--- src/rtl/ltu_pkg.sv ---
package ltu_pkg;
  // per-timer strobes produced by the decoder
  typedef struct packed {
    logic wrLimit;
    logic wrNoAck;
    logic wrCount;
    logic wrStart;
    logic rdAck;
  } strobe_t;

  typedef enum logic [1:0] {
    F_LIMIT = 2'd0,
    F_COUNT = 2'd1,
    F_NOACK = 2'd2,
    F_START = 2'd3
  } field_e;
endpackage

--- src/rtl/ltu_ctl.sv ---
module ltu_ctl #(
  parameter int NCPU   = 2,
  parameter int ADDR_W = 6
) (
  input  logic                   regWr,
  input  logic                   regRd,
  input  logic [ADDR_W-1:0]      regAddr,
  output ltu_pkg::strobe_t [NCPU:0] strb,
  output logic                   cfgWr,
  output logic                   rdTimer,
  output logic                   rdCfg,
  output logic [ADDR_W-3:0]      rdIdx,
  output logic [1:0]             rdField
);
  import ltu_pkg::*;
  localparam int NT    = NCPU + 1;
  localparam int IDX_W = ADDR_W - 2;

  logic [IDX_W-1:0] idx;
  logic [1:0]       fld;
  logic             tHit;

  assign idx = regAddr[ADDR_W-1:2];
  assign fld = regAddr[1:0];

  // global timer has no start word
  assign tHit = (int'(idx) < NCPU) ||
                ((int'(idx) == NCPU) && (fld != F_START));

  assign cfgWr   = regWr && (int'(idx) == NCPU + 1) && (fld == 2'd0);
  assign rdCfg   = (int'(idx) == NCPU + 1) && (fld == 2'd0);
  assign rdTimer = tHit;
  assign rdIdx   = idx;
  assign rdField = fld;

  always_comb begin
    for (int t = 0; t < NT; t++) begin
      strb[t] = '0;
      if (tHit && int'(idx) == t) begin
        strb[t].wrLimit = regWr && (fld == F_LIMIT);
        strb[t].wrCount = regWr && (fld == F_COUNT);
        strb[t].wrNoAck = regWr && (fld == F_NOACK);
        strb[t].wrStart = regWr && (fld == F_START);
        strb[t].rdAck   = regRd && (fld == F_LIMIT);
      end
    end
  end
endmodule

--- src/rtl/ltu_dp.sv ---
module ltu_dp #(
  parameter int NCPU   = 2,
  parameter int CNT_W  = 32,
  parameter int ADDR_W = 6
) (
  input  logic                      clk,
  input  logic                      rstN,
  input  logic                      tick,
  input  logic [CNT_W-1:0]          wdata,
  input  ltu_pkg::strobe_t [NCPU:0] strb,
  input  logic                      cfgWr,
  input  logic                      rdTimer,
  input  logic                      rdCfg,
  input  logic [ADDR_W-3:0]         rdIdx,
  input  logic [1:0]                rdField,
  output logic [CNT_W-1:0]          rdata,
  output logic [NCPU:0]             flags
);
  import ltu_pkg::*;
  localparam int NT = NCPU + 1;

  logic [NCPU-1:0]  cfgReg;
  logic [NCPU-1:0]  cfgNext;
  logic [CNT_W-1:0] cntA   [NT];
  logic [CNT_W-1:0] limA   [NT];
  logic             startA [NT];

  assign cfgNext = cfgWr ? wdata[NCPU-1:0] : cfgReg;

  always_ff @(posedge clk) begin
    if (!rstN) cfgReg <= '0;
    else       cfgReg <= cfgNext;
  end

  for (genvar t = 0; t < NT; t++) begin : g_tmr
    logic userMode, userNext, run, hit;
    logic [CNT_W-1:0] cnt, lim;
    logic flag, startB;

    if (t < NCPU) begin : g_cpu
      assign userMode = cfgReg[t];
      assign userNext = cfgNext[t];
    end else begin : g_sys
      assign userMode = 1'b0;
      assign userNext = 1'b0;
    end

    assign run = userMode ? startB : 1'b1;
    assign hit = !userMode && (lim != '0) && (cnt == lim);

    always_ff @(posedge clk) begin
      if (!rstN) begin
        cnt    <= '0;
        lim    <= '0;
        flag   <= 1'b0;
        startB <= 1'b0;
      end else begin
        if (strb[t].wrStart) startB <= wdata[0];
        if (strb[t].wrLimit || strb[t].wrNoAck) lim <= wdata;
        if (strb[t].wrLimit)       cnt <= CNT_W'(1);
        else if (strb[t].wrCount)  cnt <= wdata;
        else if (tick && run)      cnt <= hit ? CNT_W'(1) : cnt + CNT_W'(1);
        if (userNext || strb[t].wrLimit) flag <= 1'b0;
        else if (tick && hit)            flag <= 1'b1;
        else if (strb[t].rdAck)          flag <= 1'b0;
      end
    end

    assign cntA[t]   = cnt;
    assign limA[t]   = lim;
    assign startA[t] = startB;
    assign flags[t]  = flag;
  end

  always_comb begin
    rdata = '0;
    if (rdCfg) begin
      rdata[NCPU-1:0] = cfgReg;
    end else if (rdTimer) begin
      for (int t = 0; t < NT; t++) begin
        if (int'(rdIdx) == t) begin
          case (rdField)
            F_LIMIT, F_NOACK: rdata = limA[t];
            F_COUNT:          rdata = cntA[t];
            default:          rdata = {{(CNT_W-1){1'b0}}, startA[t]};
          endcase
        end
      end
    end
  end
endmodule

--- src/rtl/limit_timer_unit.sv ---
module limit_timer_unit #(
  parameter int NCPU   = 2,
  parameter int ADDR_W = 6
) (
  input  logic              clk,
  input  logic              rstN,
  input  logic              tick,
  input  logic              regWr,
  input  logic              regRd,
  input  logic [ADDR_W-1:0] regAddr,
  input  logic [31:0]       regWdata,
  output logic [31:0]       regRdata,
  output logic              irqSys,
  output logic [NCPU-1:0]   irqCpu
);
  import ltu_pkg::*;

  strobe_t [NCPU:0] strb;
  logic cfgWr, rdTimer, rdCfg;
  logic [ADDR_W-3:0] rdIdx;
  logic [1:0] rdField;
  logic [NCPU:0] flags;

  ltu_ctl #(.NCPU(NCPU), .ADDR_W(ADDR_W)) ctl (
    .regWr(regWr), .regRd(regRd), .regAddr(regAddr), .strb(strb),
    .cfgWr(cfgWr), .rdTimer(rdTimer), .rdCfg(rdCfg),
    .rdIdx(rdIdx), .rdField(rdField)
  );

  ltu_dp #(.NCPU(NCPU), .CNT_W(32), .ADDR_W(ADDR_W)) dp (
    .clk(clk), .rstN(rstN), .tick(tick), .wdata(regWdata), .strb(strb),
    .cfgWr(cfgWr), .rdTimer(rdTimer), .rdCfg(rdCfg), .rdIdx(rdIdx),
    .rdField(rdField), .rdata(regRdata), .flags(flags)
  );

  assign irqSys = flags[NCPU];
  assign irqCpu = flags[NCPU-1:0];
endmodule

--- config.mk ---
export PLATFORM = sky130hd
export DESIGN_NAME = limit_timer_unit
export DESIGN_NICKNAME = d
export VERILOG_FILES = /design/src/rtl/ltu_pkg.sv /design/src/rtl/ltu_ctl.sv /design/src/rtl/ltu_dp.sv /design/src/rtl/limit_timer_unit.sv
export SDC_FILE = /design/constraint.sdc
export NUM_CORES = 1
export LEC_CHECK = 0
export BUFFER_PORTS_ARGS = -buffer_cell sky130_fd_sc_hd__buf_2
export CORE_ASPECT_RATIO = 0.7
export CORE_MARGIN = 4
export CORE_UTILIZATION = 35
export CTS_CLUSTER_DIAMETER = 50
export CTS_CLUSTER_SIZE = 40
export DETAILED_ROUTE_END_ITERATION = 12
export SYNTH_ARGS = -nofsm -noshare
export SYNTH_HDL_FRONTEND = slang
export SYNTH_SLANG_ARGS = --single-unit
--- constraint.sdc ---
create_clock -name clk -period 3.3 [get_ports clk]
set_clock_uncertainty 0.05 [all_clocks]
set_input_delay 0.33 -clock clk [delete_from_list [all_inputs] [get_ports clk]]
set_output_delay 0.33 -clock clk [all_outputs]
set_load 0.05 [all_outputs]
==> results.md, run 1 <==
- Status: finished, final reports clean
- PwrDens: 382 nW/um^2
- CP Cell Sequence: buf_2 -> inv_2 -> nor2_4 -> a221o_1 -> a21oi_1 -> a31oi_1 -> buf_2
- Final setup TNS: 0 ns
- Cell depth of the worst min-delay path: 3
- Cells after DPL: 2195
- Hold Path End: dp.g_tmr[0].lim[9]
- Crit path time final: 2.88 ns
- Routed WL: 61700 um
- # nets final: 1780
- Area Growth Syn to Fin: 12.5%
- Layout cell share with drive strength beyond 1: 0.125
- Initial antenna violation count: 3
- Reg-to-reg slack, setup: 0.53 ns
- Initial Utilization: 0.356
- Resized cells post-CTS: 0
- Tcrit/Tclk final: 0.871
- Slew Viols, Final: 0
- Crit path max fanout: 26
- Syn Area/Cell: 7.50 sq um
- DR DRC count: 0
- Synth top area share: 0.312
- Top-count cell post-synth: nand2_1
- Synth Instances: 1712
- DP HPWL: 46300 um
- Post-synth top cells: 376 x nand2_1, 200 x dfxtp_1, 110 x xor2_1
- Largest net degree at the start of global routing: 99
- GP Congestion: 1.13
- Synth async-reset ratio: 0
- Max stage delay on crit path: 0.62 ns
- Arr. time, crit path: 2.50 ns
- Leakage Power: 4.97 nW
- Register clock-pin slew on the reported worst setup and hold paths: 0.08 ns
- Final Hold Fails: 0
- Max_cap viols: 0
- HP Class: input port to register
- Yosys reg bits: 200
- Iter 0 DRT Violations: 2244
- Core area: 36100 sq um
- Num CTS Buffers: 17
- Slowest-stage cell, CP: nor2_4
- Die extent in y: 168 um
- Count of input and output buffers: 77
- Max-slew headroom: 0.471
- Unrepaired setup endpoints after global routing: false
- R2r endpoint: dp.g_tmr[2].cnt[24]
- DR vias/cell: 6.22
- Clock Latency Late Sink: 0.47 ns
- Worst r2r path cells: 6
- Syn_nets: 1758
- Endpoints failing setup: 0
- Least-Margin Pin Slew: 0.792 ns
- TritonCTS clock tree: yes
- Max IR drop VDD: 0.000402 V
- Fin cells: 2230
- ANT nets after route: 0
- R2R Path Start: dp.g_tmr[2].cnt[26]
- EDFF count, synth: 0
- Crit end category: output pin
- Hold buffers post-CTS: 0
- Clock sinks: 200
- Sequential-to-total area share from yosys stat: 0.312
- Vias in the first global route: 12500
- Synth Warn #: 0
- FMAX: 0.348 GHz
- Synth Flop Type: dfxtp_1
- Vias: 13900
- Synth area leaders: dfxtp_1 31%, nand2_1 11%, xor2_1 7.5%
- Ports: 78
- Die W: 237 um
- H-Tree Depth: 4
- Worst Setup Path Type: input port to output pin
- Synth cell types: 73
- Overflow after GRT: 0
- Worst path required time: 2.92 ns
- Post-Place Worst Slack: 0.541 ns
- Post-CTS setup buffers: 0
- Clock Path Buffers: 2
- FP Rows: 58
- CTS root buf: clkbuf_16
- Crit-path most repeated cell: buf_2
- First-pass GRT wire length: 88500 um
- Total Die Area: 39900 sq um
- Hold path start: regWdata[9]
- Post-Syn Area: 12800 sq um
- GRT Overall Usage: 0.299
- Crit path launch type: input port
- Post-synth top area cell: dfxtp_1
- WL/cell: 27.7 um
- Final WS setup: 0.425 ns
- Drt first pass iters: 6
[layout by cell type (no fill, tap or decap), drive strengths merged, types with 5 or more instances in the layout]
master   Yosys  final
a211oi       9      9
nand4       47     47
a21oi      111    111
nor2        53     53
a2111oi      6      6
o32ai       20     20
xnor2       71     71
clkbuf     107     17
dfxtp      200    200
or4          7      7
o21ai       35     35
a31oi       31     31
xor2       110    110
o211ai       5      5
and4        11     11
and3        30     30
or2          8      8
nand3b      28     28
nor3        35     35
nand2      376    376
inv         15     23
nand3       63     63
mux2i        7      7
nor4        60     60
buf         35    145
a21boi      99     99
o22ai       19     19
a221o       27     27
or3         26     26
o31ai       16     16
[critical path, delay by kind of cell]
kind,cells,cell delay (ns)
compound gates,3,0.79
buf+inv,3,0.74
simple gates,1,0.62
[worst max path at each step]
stage	start	to	slack (ns)	cells after the start
3_3_place_gp	regAddr[0]	regRdata[2]	0.53	8
5_1_grt	regAddr[0]	regRdata[8]	0.38	8
2_1_floorplan	regAddr[0]	regRdata[20]	0.28	8
3_5_place_dp	regAddr[0]	regRdata[2]	0.54	8
4_1_cts	regAddr[0]	regRdata[31]	0.54	7
6_report	regAddr[0]	regRdata[31]	0.42	7
[where the power goes]
part | internal (W) | total [W] | leakage, nW | switching, W
Combinational | 0.000198 | 0.000708 | 3.06 | 0.000510
Sequential | 0.00244 | 0.00248 | 1.61 | 0.0000407
Clock | 0.00117 | 0.00234 | 0.301 | 0.00117
[sequential cells by signal, summed over array words and instances (netlist names)]
name,count
dp.cfgReg,2
dp.g_tmr.cnt,96
dp.g_tmr.flag,3
dp.g_tmr.lim,96
dp.g_tmr.startB,3
[kinds of logic (layout without fill, tap and decap cells)]
family,count (synthesis),in the layout,share of synthesized area
compound gates,400,400,0.214
xor+xnor,181,181,0.123
fa+ha+maj,3,3,0.00292
buf+inv,158,193,0.0506
flops,200,200,0.312
mux,7,7,0.00546
other cells,0,3,0
simple gates,763,763,0.292
[metal layers]
metal	vias up	part of all wire	track usage
met5	-	0	0
met4	0	0.047	0.124
met3	143	0.14	0.112
met2	932	0.38	0.387
met1	6621	0.44	0.437
li1	6177	-	-
[per-stage QoR]
step,instance area (sq um),util,hold slack (ns),power [W]
after floorplan,12800,-,0.380,0.00290
after global placement,13800,0.383,0.394,0.00321
after detailed placement,13800,0.383,0.405,0.00321
after CTS,14400,0.400,0.148,0.00550
after global routing,14400,0.400,0.163,0.00565
final,14400,0.401,0.163,0.00552
[area by class of cell]
class / count / area [sq um]
Multi-Input combinational cell: 1354 / 8240
Inverter: 16 / 60.1
Tap cell: 480 / 601
Antenna cell: 3 / 7.51
Fill cell: 3745 / 21600
Clock inverter: 15 / 204
Timing Repair Buffer: 145 / 908
Sequential cell: 200 / 4000
Clock buffer: 17 / 425
(Power assumes the default switching activity.)
==> run 2, diff against run 1 <==
Settings changed: CORE_UTILIZATION 35 to 29.
==> results.md, run 2 (synthesized netlist as in run 1, its figures left out) <==
- Switch Pwr: 0.00162 W (-5.8%)
- Cells after DPL: 2298 (+4.7%)
- Final WS setup: 0.246 ns (-0.179 ns)
- Leakage Power: 4.91 nW (-1.2%)
- Clock Latency Late Sink: 0.46 ns (about the same)
- Clock Path Buffers: 2 (unchanged)
- Ports: 78 (unchanged)
- DP HPWL: 45800 um (-0.97%)
- Drt first pass iters: 5 (-1)
- Final Hold Fails: 0 (unchanged)
- Internal: 0.00380 W (about the same)
- Num CTS Buffers: 17 (unchanged)
- Initial antenna violation count: 3 (unchanged)
- Layout cell share with drive strength beyond 1: 0.119 (-0.00555)
- Overflow after GRT: 0 (unchanged)
- Post-Place Worst Slack: 0.423 ns (-0.118 ns)
- Count of input and output buffers: 77 (unchanged)
- Worst path required time: 2.92 ns (about the same)
- Flop pwr share: 0.458 (+0.010)
- DR DRC count: 0 (unchanged)
- GP Congestion: 1.05 (-7.2%)
- Crit end category: output pin
- # nets final: 1769 (-0.62%)
- Largest net degree at the start of global routing: 99 (unchanged)
- Core area: 43700 sq um (+21%)
- FP Rows: 64 (+10%)
- Crit path max fanout: 21 (-19%)
- Tcrit/Tclk final: 0.925 (+0.0541)
- GRT Overall Usage: 0.248 (-0.0510)
- FMAX: 0.327 GHz (-5.8%)
- Status: finished, final reports clean
- Die extent in y: 184 um (+9.4%)
- Area Growth Syn to Fin: 12.8%
- Iter 0 DRT Violations: 2156 (-3.9%)
- Clock power share: 0.412 (-0.011)
- Least-Margin Pin Slew: 1.32 ns (+0.530 ns)
- Unrepaired setup endpoints after global routing: false
- Routed WL: 60700 um (-1.6%)
- Resized cells post-CTS: 0 (unchanged)
- DR vias/cell: 5.99 (-3.8%)
- Commonest non-fill, non-tap cells in the layout: 376 x nand2_1, 200 x dfxtp_1, 110 x xor2_1, 108 x a21oi_1, 89 x a21boi_0
- Arr. time, crit path: 2.67 ns (+0.17 ns)
- Crit path time final: 3.05 ns (+0.179 ns)
- Vias: 14000 (+0.61%)
- Filler cells: 4660 (+24%)
- Biggest regs: dp.g_tmr.cnt: 96 flops, dp.g_tmr.lim: 96 flops
- Hold buffers post-CTS: 0 (unchanged)
- Crit path launch type: input port
- Total Die Area: 47800 sq um (+20%)
- Die W: 260 um (+9.5%)
- Slew Viols, Final: 0 (unchanged)
- Vias in the first global route: 12500 (+0.23%)
- Comb power frac: 0.130 (+0.002)
- Fin cells: 2332 (+4.6%)
- Multi-input gate area: 8240 sq um (unchanged)
- Final setup TNS: 0 ns (unchanged)
- Worst Setup Path Type: input port to output pin
- Register area: 4000 sq um (unchanged)
- Max_cap viols: 0 (unchanged)
- Reg-to-reg slack, setup: 0.38 ns (-0.15 ns)
- Min Hold Slack: 0.163 ns (-0.00000200 ns)
- Register clock-pin slew on the reported worst setup and hold paths: 0.08 ns (about the same)
- CTS root buf: clkbuf_16
- TritonCTS clock tree: yes
- Switching Fraction: 0.299 (-0.0125)
- Final core utilization: 0.331 (-0.0693)
- PwrDens: 374 nW/um^2 (-2.1%)
- HP Class: input port to register
- H-Tree Depth: 4 (unchanged)
- Max-slew headroom: 0.119 (-0.352)
- Post-CTS setup buffers: 0 (unchanged)
- Clock sinks: 200 (unchanged)
- ANT nets after route: 0 (unchanged)
- Max IR drop VDD: 0.000348 V (-14%)
- Endpoints failing setup: 0 (unchanged)
- Commonest non-fill, non-tap cell in the layout: nand2_1
- First-pass GRT wire length: 87700 um (-0.90%)
- Initial Utilization: 0.294 (-0.0624)
- WL/cell: 26.0 um (-5.9%)
==> run 2: final cells by class <==
class	instances	share of cell area
Timing Repair Buffer	134	0.0579
Tap cell	594	0.0513
Clock inverter	13	0.00993
Inverter	16	0.00415
Antenna cell	2	0.000346
Clock buffer	19	0.0313
Sequential cell	200	0.276
Multi-Input combinational cell	1354	0.569
==> run 2: worst paths after layout <==
kind,startpoint,to,depth (start not counted)
max,regAddr[0],regRdata[31],7
min reg2reg,dp.g_tmr[2].startB,dp.g_tmr[2].startB,1
min,regWdata[8],dp.g_tmr[2].lim[8],3
max reg2reg,dp.g_tmr[0].lim[7],dp.g_tmr[0].cnt[29],6
==> run 2: through the flow <==
stage / instance area, sq um / power [W]
final: 14500 / 0.00542
after CTS: 14500 / 0.00541
after global placement: 13900 / 0.00321
after global routing: 14500 / 0.00556
after detailed placement: 13900 / 0.00321
after floorplan: 12800 / 0.00290
==> run 2: power by group through the flow <==
stage / combinational, W / sequential [W] / clock (W)
after floorplan: 0.000377 / 0.00252 / 0
after global placement: 0.000676 / 0.00254 / 0
after detailed placement: 0.000676 / 0.00254 / 0
after CTS: 0.000678 / 0.00248 / 0.00225
after global routing: 0.000728 / 0.00248 / 0.00235
final: 0.000705 / 0.00248 / 0.00224
==> run 2: critical path, cell delays in order <==
cell and delay, ns:
buf_2 0.28, inv_2 0.11, nor2_4 0.63, a221o_1 0.45, a21oi_1 0.12, a31oi_1 0.37, buf_2 0.35
==> run 2: metal layers <==
metal  track usage  vias up  wire length, um
met1         0.380     6781            27800
met5             0        -               16
met3        0.0786       88             8220
met2         0.330      934            23400
li1              -     6153                -
met4        0.0597        2             1340
==> run 3, diff against run 2 <==
--- a/config.mk
+++ b/config.mk
@@ -9,8 +9,9 @@
 export CORE_ASPECT_RATIO = 0.7
 export CORE_MARGIN = 4
-export CORE_UTILIZATION = 29
+export CORE_UTILIZATION = 51
 export CTS_CLUSTER_DIAMETER = 50
 export CTS_CLUSTER_SIZE = 40
 export DETAILED_ROUTE_END_ITERATION = 12
+export PLACE_DENSITY = 0.69
 export SYNTH_ARGS = -nofsm -noshare
 export SYNTH_HDL_FRONTEND = slang
==> constraint.sdc (replaced) <==
create_clock -name clk -period 3.3 [get_ports clk]
set_clock_uncertainty 0.05 [all_clocks]
set_input_delay 0.66 -clock clk [delete_from_list [all_inputs] [get_ports clk]]
set_output_delay 0.66 -clock clk [all_outputs]
set_load 0.05 [all_outputs]
==> results.md, run 3 (synthesized netlist as in run 1, its figures left out) <==
- Status: finished, final reports clean
- Initial antenna violation count: 0 (-3)
- Final setup TNS: 0 ns (unchanged)
- DR DRC count: 0 (unchanged)
- Final antenna diode count: 0 (-2)
- Switching Fraction: 0.302 (+0.00274)
- GP Congestion: 1.09 (+3.7%)
- Num CTS Buffers: 17 (unchanged)
- Arr. time, crit path: 2.53 ns (-0.14 ns)
- HP Class: register to register
- Reg-to-reg slack, setup: 0.36 ns (-0.02 ns)
- Largest net degree at the start of global routing: 61 (-38%)
- GRT Overall Usage: 0.396 (+0.148)
- FP Rows: 48 (-25%)
- Hold buffers post-CTS: 0 (unchanged)
- Flop pwr share: 0.459 (about the same)
- Filler cells: 2405 (-48%)
- FMAX: 0.309 GHz (-5.8%)
- Crit path time final: 3.24 ns (+0.188 ns)
- Critical path launch point: regAddr[2]
- Worst r2r path cells: 7 (+1)
- Clock Latency Late Sink: 0.46 ns (about the same)
- ANT nets after route: 0 (unchanged)
- Hold path start: dp.g_tmr[2].flag
- Final Hold Fails: 0 (unchanged)
- Switch Pwr: 0.00163 W (+0.65%)
- Max-slew headroom: 0.126 (+0.00709)
- Layout cell share with drive strength beyond 1: 0.141 (+0.0221)
- DP HPWL: 42500 um (-7.3%)
- Overflow after GRT: 0 (unchanged)
- WL/cell: 27.2 um (+4.5%)
- Worst path required time: 2.59 ns (-0.33 ns)
- Core area: 24700 sq um (-43%)
- Comb power frac: 0.130 (about the same)
- Worst Setup Path Type: input port to output pin
- Max IR drop VDD: 0.000392 V (+13%)
- R2R Path Start: dp.g_tmr[0].lim[23]
- # nets final: 1780 (+0.62%)
- Iter 0 DRT Violations: 2297 (+6.5%)
- PwrDens: 373 nW/um^2 (-0.29%)
- Die extent in y: 141 um (-24%)
- Clock power share: 0.411 (about the same)
- Crit end category: output pin
- Vias: 13900 (-0.11%)
- Least-Margin Pin Slew: 1.31 ns (-0.0155 ns)
- Biggest regs: dp.g_tmr.cnt: 96 flops, dp.g_tmr.lim: 96 flops
- Routed WL: 56400 um (-7.1%)
- Drt first pass iters: 6 (+1)
- Crit path max fanout: 32 (+52%)
- Fin cells: 2072 (-11%)
- Endpoints failing setup: 0 (unchanged)
- Vias in the first global route: 12500 (-0.49%)
- Internal: 0.00377 W (-0.65%)
- First-pass GRT wire length: 82800 um (-5.5%)
- Area Growth Syn to Fin: 12.8% (about the same)
- Clock Path Buffers: 2 (unchanged)
- Ports: 78 (unchanged)
- Max_cap viols: 0 (unchanged)
- R2r endpoint: dp.g_tmr[0].cnt[28]
- Tcrit/Tclk final: 0.982 (+0.0568)
- Unrepaired setup endpoints after global routing: false
- Commonest non-fill, non-tap cells in the layout: 376 x nand2_1, 200 x dfxtp_1, 110 x xor2_1, 108 x a21oi_1, 89 x a21boi_0
- Commonest non-fill, non-tap cell in the layout: nand2_1
- Post-CTS setup buffers: 0 (unchanged)
- Initial Utilization: 0.519 (+0.225)
- Register clock-pin slew on the reported worst setup and hold paths: 0.08 ns (about the same)
- Resized cells post-CTS: 0 (unchanged)
- CTS root buf: clkbuf_16
- Cell depth of the worst min-delay path: 2 (-1)
- H-Tree Depth: 4 (unchanged)
- TritonCTS clock tree: yes
- Slew Viols, Final: 0 (unchanged)
- Cells after DPL: 2040 (-11%)
- Count of input and output buffers: 77 (unchanged)
- Leakage Power: 4.97 nW (+1.3%)
- Crit path launch type: input port
- Total Die Area: 27800 sq um (-42%)
- Die W: 198 um (-24%)
- Hold Path End: dp.g_tmr[2].flag
- DR vias/cell: 6.73 (+12%)
- Clock sinks: 200 (unchanged)
[run 3: changes by cell type in the layout (fill, tap and decap cells not counted), moves of 2 or more]
cell	before	now
clkinv_2	4	0
clkinv_4	1	3
a31oi_4	0	9
a31oi_2	0	20
inv_6	2	5
a31oi_1	31	2
diode_2	2	0
buf_4	55	67
[run 3: power by group through the flow]
stage	Combinational [W]	Sequential (W)	Clock, W
2_1_floorplan	0.000389	0.00252	0
3_3_place_gp	0.000665	0.00253	0
3_5_place_dp	0.000667	0.00253	0
4_1_cts	0.000670	0.00248	0.00223
5_1_grt	0.000726	0.00248	0.00232
6_report	0.000703	0.00248	0.00222
[run 3: how the worst max path moves through the flow]
stage	to	slack (ns)
after floorplan	regRdata[20]	-0.07
after global placement	regRdata[6]	0.11
after detailed placement	regRdata[6]	0.11
after CTS	regRdata[6]	0.10
after global routing	regRdata[6]	0.05
final	regRdata[10]	0.06
[run 3: cell type report]
type / instances / area (sq um) / share of cell area
Inverter: 16 / 60.1 / 0.00415
Clock inverter: 12 / 130 / 0.00898
Sequential cell: 200 / 4000 / 0.276
Timing Repair Buffer: 145 / 923 / 0.0637
Tap cell: 325 / 407 / 0.0281
Clock buffer: 20 / 467 / 0.0322
Multi-Input combinational cell: 1354 / 8500 / 0.586
[run 3: stage by stage]
step / setup slack, ns / total power [W] / util / hold slack, ns / instance area (sq um)
detailed placement: 0.106 / 0.00320 / 0.561 / 0.435 / 13900
finish: 0.0586 / 0.00541 / 0.586 / 0.459 / 14500
global placement: 0.114 / 0.00320 / 0.561 / 0.412 / 13900
global route: 0.0522 / 0.00553 / 0.586 / 0.478 / 14500
CTS: 0.102 / 0.00538 / 0.586 / 0.457 / 14500
floorplan: -0.0720 / 0.00291 / - / 0.380 / 13100
[run 3: routing by layer]
metal / GRT usage / vias to the layer above / routed length [um] / part of all wire
li1: - / 6169 / - / -
met1: 0.603 / 6616 / 24200 / 0.43
met2: 0.521 / 1044 / 21800 / 0.39
met3: 0.138 / 111 / 8700 / 0.15
met4: 0.103 / 2 / 1510 / 0.027
met5: 0.0265 / - / 90 / 0.0016
[run 3: critical path, stage by stage]
cell     delay, ns
buf_4         0.13
or4b_1        0.57
buf_12        0.20
a21oi_1       0.32
a21oi_1       0.17
a31oi_2       0.18
buf_2         0.29
